[config.mk]
export PLATFORM = sky130hd
export DESIGN_NAME = intv_timer
export DESIGN_NICKNAME = d
export VERILOG_FILES = /design/src/rtl/intv_timer_pkg.sv /design/src/rtl/intv_timer_regs.sv /design/src/rtl/intv_timer_presc.sv /design/src/rtl/intv_timer_count.sv /design/src/rtl/intv_timer.sv
export SDC_FILE = /design/constraint.sdc
export NUM_CORES = 1
export LEC_CHECK = 0
export ABC_CLOCK_PERIOD_IN_PS = 4700
export CAP_MARGIN = 0
export CORE_UTILIZATION = 60
export CTS_CLUSTER_SIZE = 40
export DETAILED_ROUTE_END_ITERATION = 16
export DONT_BUFFER_PORTS = 1
export PLACE_DENSITY = 0.73
export SLEW_MARGIN = 10
export SYNTH_ARGS = -nofsm -noshare
export SYNTH_HDL_FRONTEND = slang
export SYNTH_SLANG_ARGS = --single-unit
[constraint.sdc]
create_clock -name clk -period 4.7 [get_ports clk]
set_input_delay 1.175 -clock clk [delete_from_list [all_inputs] [get_ports clk]]
set_output_delay 1.175 -clock clk [all_outputs]
set_load 0.01 [all_outputs]
[src/rtl/intv_timer_pkg.sv]
package intv_timer_pkg;

  localparam int CNT_W     = 32;
  localparam int CFG_W     = 4;
  localparam int SHIFT_W   = 3;
  localparam int MAX_SHIFT = (1 << SHIFT_W) - 1;
  localparam int PRE_W     = MAX_SHIFT;

  localparam logic [CFG_W-1:0] CFG_KEEP = 4'hB;

  typedef enum logic [1:0] {
    REG_DIV  = 2'd0,
    REG_INIT = 2'd1,
    REG_CUR  = 2'd2,
    REG_NONE = 2'd3
  } reg_sel_e;

  // Pack the divide code from its split bits and turn it into a shift amount.
  function automatic logic [SHIFT_W-1:0] cfg_to_shift(input logic [CFG_W-1:0] cfg);
    logic [SHIFT_W-1:0] code;
    code = {cfg[3], cfg[1:0]};
    return code + SHIFT_W'(1);
  endfunction

  // Highest prescaler value for a given shift (ratio - 1).
  function automatic logic [PRE_W-1:0] shift_to_limit(input logic [SHIFT_W-1:0] sh);
    logic [PRE_W:0] ratio;
    ratio = (PRE_W+1)'(1) << sh;
    return PRE_W'(ratio - (PRE_W+1)'(1));
  endfunction

endpackage

[src/rtl/intv_timer_regs.sv]
module intv_timer_regs
  import intv_timer_pkg::*;
(
  input  logic             clk,
  input  logic             rst_n,
  input  logic             wr_en,
  input  logic [1:0]       wr_addr,
  input  logic [CNT_W-1:0] wr_data,
  output logic [CFG_W-1:0] cfg_q,
  output logic [CNT_W-1:0] init_q,
  output logic             init_wr
);

  logic cfg_wr;

  assign cfg_wr  = wr_en && (reg_sel_e'(wr_addr) == REG_DIV);
  assign init_wr = wr_en && (reg_sel_e'(wr_addr) == REG_INIT);

  always_ff @(posedge clk) begin
    if (!rst_n) begin
      cfg_q <= '0;
    end else if (cfg_wr) begin
      cfg_q <= wr_data[CFG_W-1:0] & CFG_KEEP;
    end
  end

  always_ff @(posedge clk) begin
    if (!rst_n) begin
      init_q <= '0;
    end else if (init_wr) begin
      init_q <= wr_data;
    end
  end

endmodule

[src/rtl/intv_timer_presc.sv]
module intv_timer_presc
  import intv_timer_pkg::*;
(
  input  logic               clk,
  input  logic               rst_n,
  input  logic               restart,
  input  logic [SHIFT_W-1:0] cfg_shift,
  output logic               tick
);

  logic [PRE_W-1:0]   pre_cnt;
  logic [SHIFT_W-1:0] act_shift;
  logic [PRE_W-1:0]   limit;

  assign limit = shift_to_limit(act_shift);
  assign tick  = (pre_cnt == limit);

  always_ff @(posedge clk) begin
    if (!rst_n) begin
      pre_cnt   <= '0;
      act_shift <= cfg_to_shift('0);
    end else if (restart) begin
      pre_cnt   <= '0;
      act_shift <= cfg_shift;
    end else if (tick) begin
      pre_cnt   <= '0;
      act_shift <= cfg_shift;
    end else begin
      pre_cnt   <= pre_cnt + PRE_W'(1);
    end
  end

endmodule

[src/rtl/intv_timer_count.sv]
module intv_timer_count
  import intv_timer_pkg::*;
(
  input  logic             clk,
  input  logic             rst_n,
  input  logic             init_wr,
  input  logic [CNT_W-1:0] init_data,
  input  logic [CNT_W-1:0] init_q,
  input  logic             tick,
  input  logic             periodic_mode,
  input  logic             irq_mask,
  output logic [CNT_W-1:0] cur_q,
  output logic             expire_q
);

  logic at_zero;
  logic hit_zero;
  logic reload;

  assign at_zero  = (cur_q == '0);
  assign hit_zero = tick && !init_wr && (cur_q == CNT_W'(1));
  assign reload   = tick && !init_wr && at_zero && periodic_mode && (init_q != '0);

  always_ff @(posedge clk) begin
    if (!rst_n) begin
      cur_q <= '0;
    end else if (init_wr) begin
      cur_q <= init_data;
    end else if (reload) begin
      cur_q <= init_q;
    end else if (tick && !at_zero) begin
      cur_q <= cur_q - CNT_W'(1);
    end
  end

  always_ff @(posedge clk) begin
    if (!rst_n) begin
      expire_q <= 1'b0;
    end else begin
      expire_q <= hit_zero && !irq_mask;
    end
  end

endmodule

[src/rtl/intv_timer.sv]
module intv_timer
  import intv_timer_pkg::*;
(
  input  logic             clk,
  input  logic             rst_n,
  input  logic             wr_en,
  input  logic [1:0]       wr_addr,
  input  logic [CNT_W-1:0] wr_data,
  input  logic [1:0]       rd_addr,
  output logic [CNT_W-1:0] rd_data,
  input  logic             periodic_mode,
  input  logic             irq_mask,
  output logic             expire_pulse
);

  logic [CFG_W-1:0]   cfg_q;
  logic [CNT_W-1:0]   init_q;
  logic [CNT_W-1:0]   cur_q;
  logic               init_wr;
  logic               tick;
  logic [SHIFT_W-1:0] cfg_shift;

  assign cfg_shift = cfg_to_shift(cfg_q);

  intv_timer_regs u_regs (
    .clk     (clk),
    .rst_n   (rst_n),
    .wr_en   (wr_en),
    .wr_addr (wr_addr),
    .wr_data (wr_data),
    .cfg_q   (cfg_q),
    .init_q  (init_q),
    .init_wr (init_wr)
  );

  intv_timer_presc u_presc (
    .clk       (clk),
    .rst_n     (rst_n),
    .restart   (init_wr),
    .cfg_shift (cfg_shift),
    .tick      (tick)
  );

  intv_timer_count u_count (
    .clk           (clk),
    .rst_n         (rst_n),
    .init_wr       (init_wr),
    .init_data     (wr_data),
    .init_q        (init_q),
    .tick          (tick),
    .periodic_mode (periodic_mode),
    .irq_mask      (irq_mask),
    .cur_q         (cur_q),
    .expire_q      (expire_pulse)
  );

  always_comb begin
    unique case (reg_sel_e'(rd_addr))
      REG_DIV:  rd_data = {{(CNT_W-CFG_W){1'b0}}, cfg_q};
      REG_INIT: rd_data = init_q;
      REG_CUR:  rd_data = cur_q;
      default:  rd_data = '0;
    endcase
  end

endmodule

### Word level (Yosys, flattened, before mapping)

Index checks and enable logic that the tools add are counted.

| word-level totals | value |
|---|---|
| logic and storage cells | 42 |
| input bits | 41 |
| bits in registers | 78 |

| operators by class | value |
|---|---|
| shifts and indexed selects | 1 |
| reductions and logical operators | 19 |
| mux-type cells | 6 |
| add/subtract/negate cells | 4 |
| bitwise gates (word level) | 1 |
| equality and inequality tests | 5 |

Operator list:

| cell | count |
|---|---|
| 2-to-1 mux 32 bit | 3 |
| one-hot mux 32 bit (3 select lines) | 1 |
| equality test 32 x 1 -> 1 bit, second input constant | 1 |
| zero test 32 bit | 1 |
| nonzero test 32 bit | 1 |
| subtractor 32 x 1 -> 32 bit, second input constant | 1 |
| logical AND 1 bit | 9 |
| adder 7 x 1 -> 7 bit, second input constant | 1 |
| equality test 7 bit | 1 |
| << shifter 1 x 3 -> 7 bit, first input constant | 1 |
| subtractor 7 x 1 -> 7 bit, second input constant | 1 |
| 2-to-1 mux 3 bit | 2 |
| equality test 2 x 1 -> 1 bit, second input constant | 2 |
| zero test 2 bit | 2 |
| adder 3 x 1 -> 3 bit, second input constant | 1 |
| zero test 1 bit | 3 |
| nonzero test 3 bit | 1 |
| OR reduction 3 bit | 1 |
| equality test 2 bit, second input constant | 1 |
| nonzero test 2 bit | 1 |
| inverter 1 bit | 1 |

### Depth between registers and ports, before layout

Gate-level depths: netlist of run 1.

| logic depth | value |
|---|---|
| depth after elaboration | 9 |
| gate-level depth with buffers | 10 |
| depth with buffers taken out | 8 |

### Cells and area by module

Synthesis of run 1 repeated with hierarchy kept, for this count alone.

| unflattened totals | value |
|---|---|
| cells, all modules | 588 |
| area, all modules | 4842.1 um2 |

By module, submodules not included:

| module | times used | seq. area each (um2) | area an instance (um2) | cells each |
|---|---|---|---|---|
| intv_timer_count | 1 | 660.6 | 2438.6 | 319 |
| intv_timer_regs | 1 | 700.7 | 1406.3 | 152 |
| intv_timer_presc | 1 | 200.2 | 545.5 | 68 |
| intv_timer | 1 | 0.0 | 451.7 | 49 |

### Worst setup path before layout of run 1

No wires, ideal clock.

| path | value |
|---|---|
| kind | input to output |
| start | in rd_addr[1] |
| end | out rd_data[11] |
| arrival time | 2.120 ns |
| slack | 1.405 ns |
| cell stages on the path | 4 |
| cell sequence | nor2b_1 clkbuf_1 clkbuf_1 a22o_1 |

| on the way | value |
|---|---|
| cells in the longest elaborated chain, start to end | 2 |
| elaborated cells between the ends (all ways) | 4 |
| classes of those cells | eq/ne: 2; mux: 1; reduce/logical: 1 |

RTL lines:

| what | line | source |
|---|---|---|
| start, declared | intv_timer.sv:9 | `input logic [1:0] rd_addr,` |
| equality test 2 bit (tied with other cells) | intv_timer.sv:58 | `unique case (reg_sel_e'(rd_addr))` |
| one-hot mux 32 bit (3 select lines) * | intv_timer.sv:58 |  |
| end, declared | intv_timer.sv:10 | `output logic [CNT_W-1:0] rd_data,` |

Mark *: on every way between the ends. The rest lies on a longest branch, timed or not.

### Worst setup path after layout of run 1

| path | value |
|---|---|
| start | reg u_presc.pre_cnt[0] |
| end | reg u_count.cur_q[16] |

| on the way | value |
|---|---|
| cells in the longest elaborated chain, start to end | 7 |
| elaborated cells between the ends (all ways) | 9 |
| classes of those cells | eq/ne: 1; mux: 2; reduce/logical: 6 |

RTL lines:

| what | line | source |
|---|---|---|
| start, declared | intv_timer_presc.sv:11 | `logic [PRE_W-1:0] pre_cnt;` |
| start signal, assigned | intv_timer_presc.sv:29 | `pre_cnt <= pre_cnt + PRE_W'(1);` |
| equality test 7 bit * | intv_timer_presc.sv:16 | `assign tick = (pre_cnt == limit);` |
| logical AND 1 bit (4 in a row) | intv_timer_count.sv:22 | `assign reload = tick && !init_wr && at_zero && periodic_mode && (init_q != '0);` |
| 2-to-1 mux 32 bit | intv_timer_count.sv:29 | `end else if (reload) begin` |
| 2-to-1 mux 32 bit | intv_timer_count.sv:27 | `end else if (init_wr) begin` |
| end signal, assigned | intv_timer_count.sv:28 | `cur_q <= init_data;` |
| end signal, assigned | intv_timer_count.sv:30 | `cur_q <= init_q;` |
| end signal, assigned | intv_timer_count.sv:32 | `cur_q <= cur_q - CNT_W'(1);` |
| end, declared | intv_timer_count.sv:12 | `output logic [CNT_W-1:0] cur_q,` |

Marked as above.
A chain may end at the register's enable or synchronous reset.

==> results of run 1 <==
-- tightest hold or removal path: stages (launching register included) --
cell and delay [ns]:
dfxtp_1 0.34, nand2_1 0.06, a21boi_0 0.07
-- cell usage after synthesis, types with 3 or more instances --
cell      number  area share, %
or3_1          7           0.92
nor2_1        31            2.5
nor2b_1       10            1.3
o22ai_1        5           0.66
nor4_1        12            1.6
a31oi_1       10            1.3
o21ai_1        3           0.32
buf_6          3           0.71
ha_1           5            1.3
nor3_1        15            1.6
and2_1        28            3.7
a21boi_0      21            3.3
xnor2_1        7            1.3
nand2b_1       4           0.53
or4_4          3           0.71
o211ai_1       4           0.63
o221ai_1       3           0.55
dfxtp_1       78             33
a22o_1        29            5.4
o31ai_1        4           0.63
a41o_1         4           0.84
a21oi_1       18            1.9
mux2_2         5            1.2
buf_1          4           0.32
a32o_1         4           0.84
nand3_1       14            1.5
clkbuf_1      34            2.7
nand2_1       85            6.7
a221oi_1       8            1.5
xor2_1         7            1.3
o21a_1        12            1.9
nor4_4         3            1.3
inv_1          6           0.47
o21ai_0       20            2.1
a211oi_1       6           0.95
a41oi_1        6            1.1
mux2i_1        6            1.3
a221o_1        5            1.1
nand4_1        6           0.79
o32ai_1        4           0.74
-- layout make-up --
cell class	count	share of cell area [%]
repair buffers	7	1.07
clock inverters	5	1.07
diodes	1	0.0510
well taps	102	2.60
clock buffers	9	2.52
flip-flops and latches	78	31.8
multi-input cells	449	60.4
inverters	6	0.459
-- where the power goes --
part / internal [mW] / switching, mW
clock: 0.237 / 0.247
combinational: 0.663 / 0.973
sequential: 0.792 / 0.208
-- flip-flops by register name, indices dropped and copies added (netlist names) --
register,flops
u_presc.pre_cnt,7
u_presc.act_shift,3
u_count.cur_q,32
u_regs.init_q,32
u_count.expire_q,1
u_regs.cfg_q,3
-- metal layers --
layer  vias to the layer above  GRT usage, %  part of all wire, %
met3                        34          6.70                  9.5
li1                       2106             -                    -
met1                      2201          41.4                   41
met5                         -             0                    0
met2                       263          51.2                   46
met4                         0          17.7                  3.5
-- through the flow --
step	instance area, um^2	setup WS (ns)	std cells
2_1_floorplan	4750	1.41	578
3_3_place_gp	4730	1.25	642
3_5_place_dp	4730	1.19	642
4_1_cts	4910	1.19	656
5_1_grt	4910	0.926	657
6_report	4910	1.16	657
-- cell families after synthesis --
logic type / Yosys count
AOI/OAI and AO/OA: 183
xor gates and xnor gates: 14
adders and majority gates: 5
buffers and inverters: 51
DFF: 78
muxes: 12
and+or+nand+nor: 235
-- path summary, 6_finish.rpt --
check	to	slack, ns	cells after the start
setup / recovery	u_count.cur_q[16]$_SDFFE_PN0P_	1.16	7
hold / removal	u_regs.init_q[7]$_SDFFE_PN0P_	0.50	2
setup reg to reg	u_count.cur_q[16]$_SDFFE_PN0P_	1.16	7
hold reg to reg	u_regs.init_q[7]$_SDFFE_PN0P_	0.50	2
==> qor.yml, run 1 <==
clk_pin_slew_ns: 0.08
post_synth_mux_area_share_pct: 2.77
maxCapViolations: 0
cts_buffers: 9
cp.arrival_ns: 3.80
relSlewSlack_pct: 17.1
synth-compound-area-share_pct: 29.2
mostFrequentLayoutCell: "nand2_1"
overflow: 0
slowest_delay_ns: 0.67
nets: 597
ys.flop_type: "dfxtp_1"
grt_pass1_vias: 4202
reg2reg_from: "u_presc.pre_cnt[0]$_SDFF_PP0_"
post-route-util_pct: 63.9
synth_area_per_cell_um2: 8.21
synth_area_mm2: 0.00475
rsz0062_at_grt: "no"
start_util_pct: 61.7
synth-edff-count: 0
seq_area_mm2: 0.00156
critPathRequiredTime_ns: 4.96
cp-start-kind: "register"
synth-simple-area-share_pct: 26.5
synth_xor_area_share_pct: 2.58
ys_seq_elements: 78
drive_above_1_share_pct: 8.48
worst-path-buf-inv: 0
power.leakage_nw: 1.74
wire_per_inst_um: 20.3
cp_max_fo: 16
h-tree-depth: 3
ys_async_sr_fraction_pct: 0
cpLargestDelayFamily: "compound AO/OA/AOI/OAI gates"
holdBufCountCts: 0
p_total_mw: 3.12
setup_tns_ns: 0
timing.critical_path.from: "u_presc.pre_cnt[0]$_SDFF_PP0_"
finalHoldViolations: 0
slowest_stage: "nor3_2"
cts_resized: 0
coreArea_mm2: 0.00769
placementRows: 32
ant_nets: 0
yosys_warnings: 0
synth_top_family_by_area: "compound AO/OA/AOI/OAI gates"
finClkSkew_ns: 0.0124
cts.sinks: 78
drt-total-wl_um: 13300
multi_input_area_mm2: 0.00297
drc: 0
synth-adder-area-share_pct: 1.32
root_buffer: "clkbuf_8"
antenna_found_initial: 1
via_count: 4604
post-route-min-period_ns: 3.54
layout_common_cells: "85 x nand2_1, 78 x dfxtp_1, 31 x nor2_1"
io_buffer_count: 0
cts_tree: "yes"
post-route-period-util_pct: 75.3
path_cells: "o21ba_2 > o41ai_1 > nand4_1 > nor3_2 > a2bb2oi_2 > nand2_1 > o32ai_1"
grt_max_degree: 80
whs_ns: 0.504
fill_cells: 677
grt_pass1_wl_um: 21400
clk_path_buf_depth: 2
fmax_mhz: 282
drt-initial-drc-count: 339
end_kind: "register"
grtUsageTotal_pct: 32.4
worstSetupPathType: "register to register"
slew_viol_final: 0
setup-violations-final: 0
drt-vias-per-instance: 7.01
worstSkewPairLatency_ns: 0.36
vdd_drop_max_mv: 0.357
die_x_um: 90.9
power_density_mw_per_mm2: 636
cts_post_setup_buffers_inserted: 0
hold_class: "register to register"
hp-start: "u_regs.init_q[7]$_SDFFE_PN0P_"
dp_hpwl_um: 9000
ys_seq_area_share_pct: 32.9
synth_cell_type_count: 70
die-area_mm2: 0.00827
globalplace.congestion: 0.881
ioPinCount: 74
synth_cells: 578
die_h_um: 90.9
tightest_slew_ns: 1.24
syn2layout_area_growth_pct: 3.45
drtPass1Iterations: 8
synthesis.nets: 624
status: "finished clean"
No activity file was read; power rests on OpenSTA's default activity.
==> run 2: changes to the inputs <==
Settings changed: ABC_CLOCK_PERIOD_IN_PS 4700 to 3050, CORE_UTILIZATION 60 to 58.
Clock period 4.7 ns to 3.05 ns, I/O delays scaled along.
==> run 2 against run 1 <==
Effect of this change: critical path depth did not move; count of clock-buffer cells in the layout rose by 3; hold slack got worse by 0.0070 ns; cell count rose by 2.6%; maximum frequency rose by 21%; via count fell by 1.3%; critical path type unchanged; largest power group unchanged.
==> qor.yml, run 2 (same netlist as run 1, synthesis figures left out) <==
p_total_mw: 5.09  # +63%
worstSkewPairLatency_ns: 0.36  # about the same
worstSetupPathType: "register to register"
tightest_slew_ns: 0.669  # -0.575 ns
seq_power_share_pct: 29.5  # -2.5 points
cp_max_fo: 7  # -9
syn2layout_area_growth_pct: 6.93
antenna_found_initial: 0  # -1
clk_path_buf_depth: 2  # unchanged
status: "finished clean"
drt-total-wl_um: 13400  # +0.98%
h-tree-depth: 3  # unchanged
grtUsageTotal_pct: 32.2  # -0.23 points
seq_area_mm2: 0.00156  # unchanged
die_x_um: 92.5  # +1.7%
via_count: 4546  # -1.3%
holdBufCountCts: 0  # unchanged
nets: 614  # +2.8%
slowest_delay_ns: 0.65  # -0.02 ns
hp-start: "u_regs.init_q[1]$_SDFFE_PN0P_"
overflow: 0  # unchanged
ant_nets: 0  # unchanged
top_regs: "u_count.cur_q: 32 flops, u_regs.init_q: 32 flops, u_presc.pre_cnt: 7 flops"
dp_hpwl_um: 9190  # +2.1%
rr_worst_depth: 7  # unchanged
drt-vias-per-instance: 6.74  # -3.8%
cts_buffers: 9  # unchanged
diodes: 0  # -1
die-area_mm2: 0.00855  # +3.4%
placed_cells: 657  # +2.3%
slowest_stage: "or4_1"
cts_tree: "yes"
rrSetupSlack_ns: 0.12  # -1.04 ns
drtPass1Iterations: 5  # -3
clk_pin_slew_ns: 0.08  # about the same
slew_viol_final: 0  # unchanged
r2r-end: "u_count.cur_q[20]$_SDFFE_PN0P_"
power_density_mw_per_mm2: 1000  # +58%
end_kind: "register"
multi_input_area_mm2: 0.00298  # +0.29%
globalplace.congestion: 0.943  # +7.0%
cpLargestDelayFamily: "simple AND/OR/NAND/NOR gates"
setup-violations-final: 0  # unchanged
placementRows: 32  # unchanged
ioPinCount: 74  # unchanged
start_util_pct: 60.8  # -0.95 points
cp.arrival_ns: 3.20  # -0.60 ns
drc: 0  # unchanged
fill_cells: 704  # +4.0%
p_sw_mw: 2.27  # +59%
p_clk_share_pct: 16.2  # +0.7 points
maxCapViolations: 0  # unchanged
finalNonFillerCells: 674  # +2.6%
switching_share_pct: 44.7  # -1.1 points
setup_tns_ns: 0  # unchanged
hold_class: "register to register"
drive_above_1_share_pct: 11.4  # +2.9 points
finClkSkew_ns: 0.0100  # -0.00236 ns
post-route-min-period_ns: 2.93  # -0.614 ns
die_h_um: 92.5  # +1.7%
finalHoldViolations: 0  # unchanged
relSlewSlack_pct: 55.4  # +38 points
worst-path-buf-inv: 0  # unchanged
min_path_cells: 2  # unchanged
hold-path-endpoint: "u_regs.init_q[1]$_SDFFE_PN0P_"
vdd_drop_max_mv: 0.458  # +28%
power.leakage_nw: 1.84  # +5.9%
grt_pass1_wl_um: 21600  # +1.3%
grt_pass1_vias: 4324  # +2.9%
internal_power_mw: 2.82  # +66%
mostFrequentLayoutCell: "nand2_1"
drt-initial-drc-count: 324  # -4.4%
cts.sinks: 78  # unchanged
pwr-share-comb_pct: 54.3  # +1.8 points
layout_common_cells: "85 x nand2_1, 78 x dfxtp_1, 31 x nor2_1"
root_buffer: "clkbuf_8"
io_buffer_count: 0  # unchanged
coreArea_mm2: 0.00781  # +1.6%
rsz0062_at_grt: "no"
timing.critical_path.from: "u_count.cur_q[8]$_SDFFE_PN0P_"
post-route-period-util_pct: 95.9  # +21 points
path_cells: "or4_1 > or4_4 > nor3_2 > nand2_1 > a211oi_1 > a221oi_1 > o211ai_1"
fmax_mhz: 342  # +21%
critPathRequiredTime_ns: 3.32  # -1.64 ns
wire_per_inst_um: 19.9  # -1.6%
grt_max_degree: 80  # unchanged
reg2reg_from: "u_count.cur_q[8]$_SDFFE_PN0P_"
cp-start-kind: "register"
run 2: cell count changes in the layout (fill, tap and decap cells not counted):
| cell | delta |
|---|---|
| buf_4 | +17 |
| clkbuf_8 | +3 |
| clkinv_2 | -2 |
| diode_2 | -1 |
| nor4_2 | -1 |
| nor4_4 | +1 |
run 2: worst max path at each step:
stage	end	depth (start not counted)	slack, ns
finish	u_count.cur_q[20]$_SDFFE_PN0P_	7	0.12
global route	u_count.cur_q[24]$_SDFFE_PN0P_	7	0.03
CTS	u_count.cur_q[17]$_SDFFE_PN0P_	8	0.15
detailed placement	u_count.cur_q[17]$_SDFFE_PN0P_	8	0.16
global placement	u_count.cur_q[20]$_SDFFE_PN0P_	7	0.22
floorplan	u_count.cur_q[31]$_SDFFE_PN0P_	10	0.46
run 2: layer usage:
layer,wire [um],up-vias,share of wire [%],global-route usage (%)
met4,403,0,3.0,13.3
li1,-,2148,-,-
met5,0,-,0,0
met1,5710,2154,42,40.9
met3,1070,34,8.0,6.65
met2,6260,210,47,52.9
run 2: power groups by stage:
stage          clock (mW)  sequential, mW  combinational (mW)
2_1_floorplan           0            1.44                2.06
3_3_place_gp            0            1.50                2.64
3_5_place_dp            0            1.51                2.67
4_1_cts             0.829            1.49                2.69
5_1_grt             0.874            1.54                3.01
6_report            0.823            1.50                2.76
run 2: worst register-to-register path, delay by kind of cell, from the launching register on:
kind               cells  cell delay [ns]
AOI/OAI and AO/OA      3             0.86
DFF                    1             0.38
and+or+nand+nor        4             1.59
run 2: cell type report:
cell class	instances	area share, %
flip-flops and latches	78	30.8
multi-input cells	449	58.6
well taps	102	2.51
clock buffers	12	3.25
clock inverters	3	0.838
repair buffers	24	3.55
inverters	6	0.444
run 2: stage by stage:
step           util, %  area, um^2  setup slack (ns)  hold WS (ns)
2_1_floorplan        -        4750             0.465         0.456
3_3_place_gp      62.0        4840             0.220         0.484
3_5_place_dp      62.0        4840             0.157         0.489
4_1_cts           64.7        5050             0.150         0.492
5_1_grt           65.0        5070            0.0295         0.496
6_report          65.0        5070             0.124         0.497
run 2: what timing repair did:
item	in CTS	in global routing
setup buffers	0	2
setup endpoints to repair	0	9
resized for setup	0	1
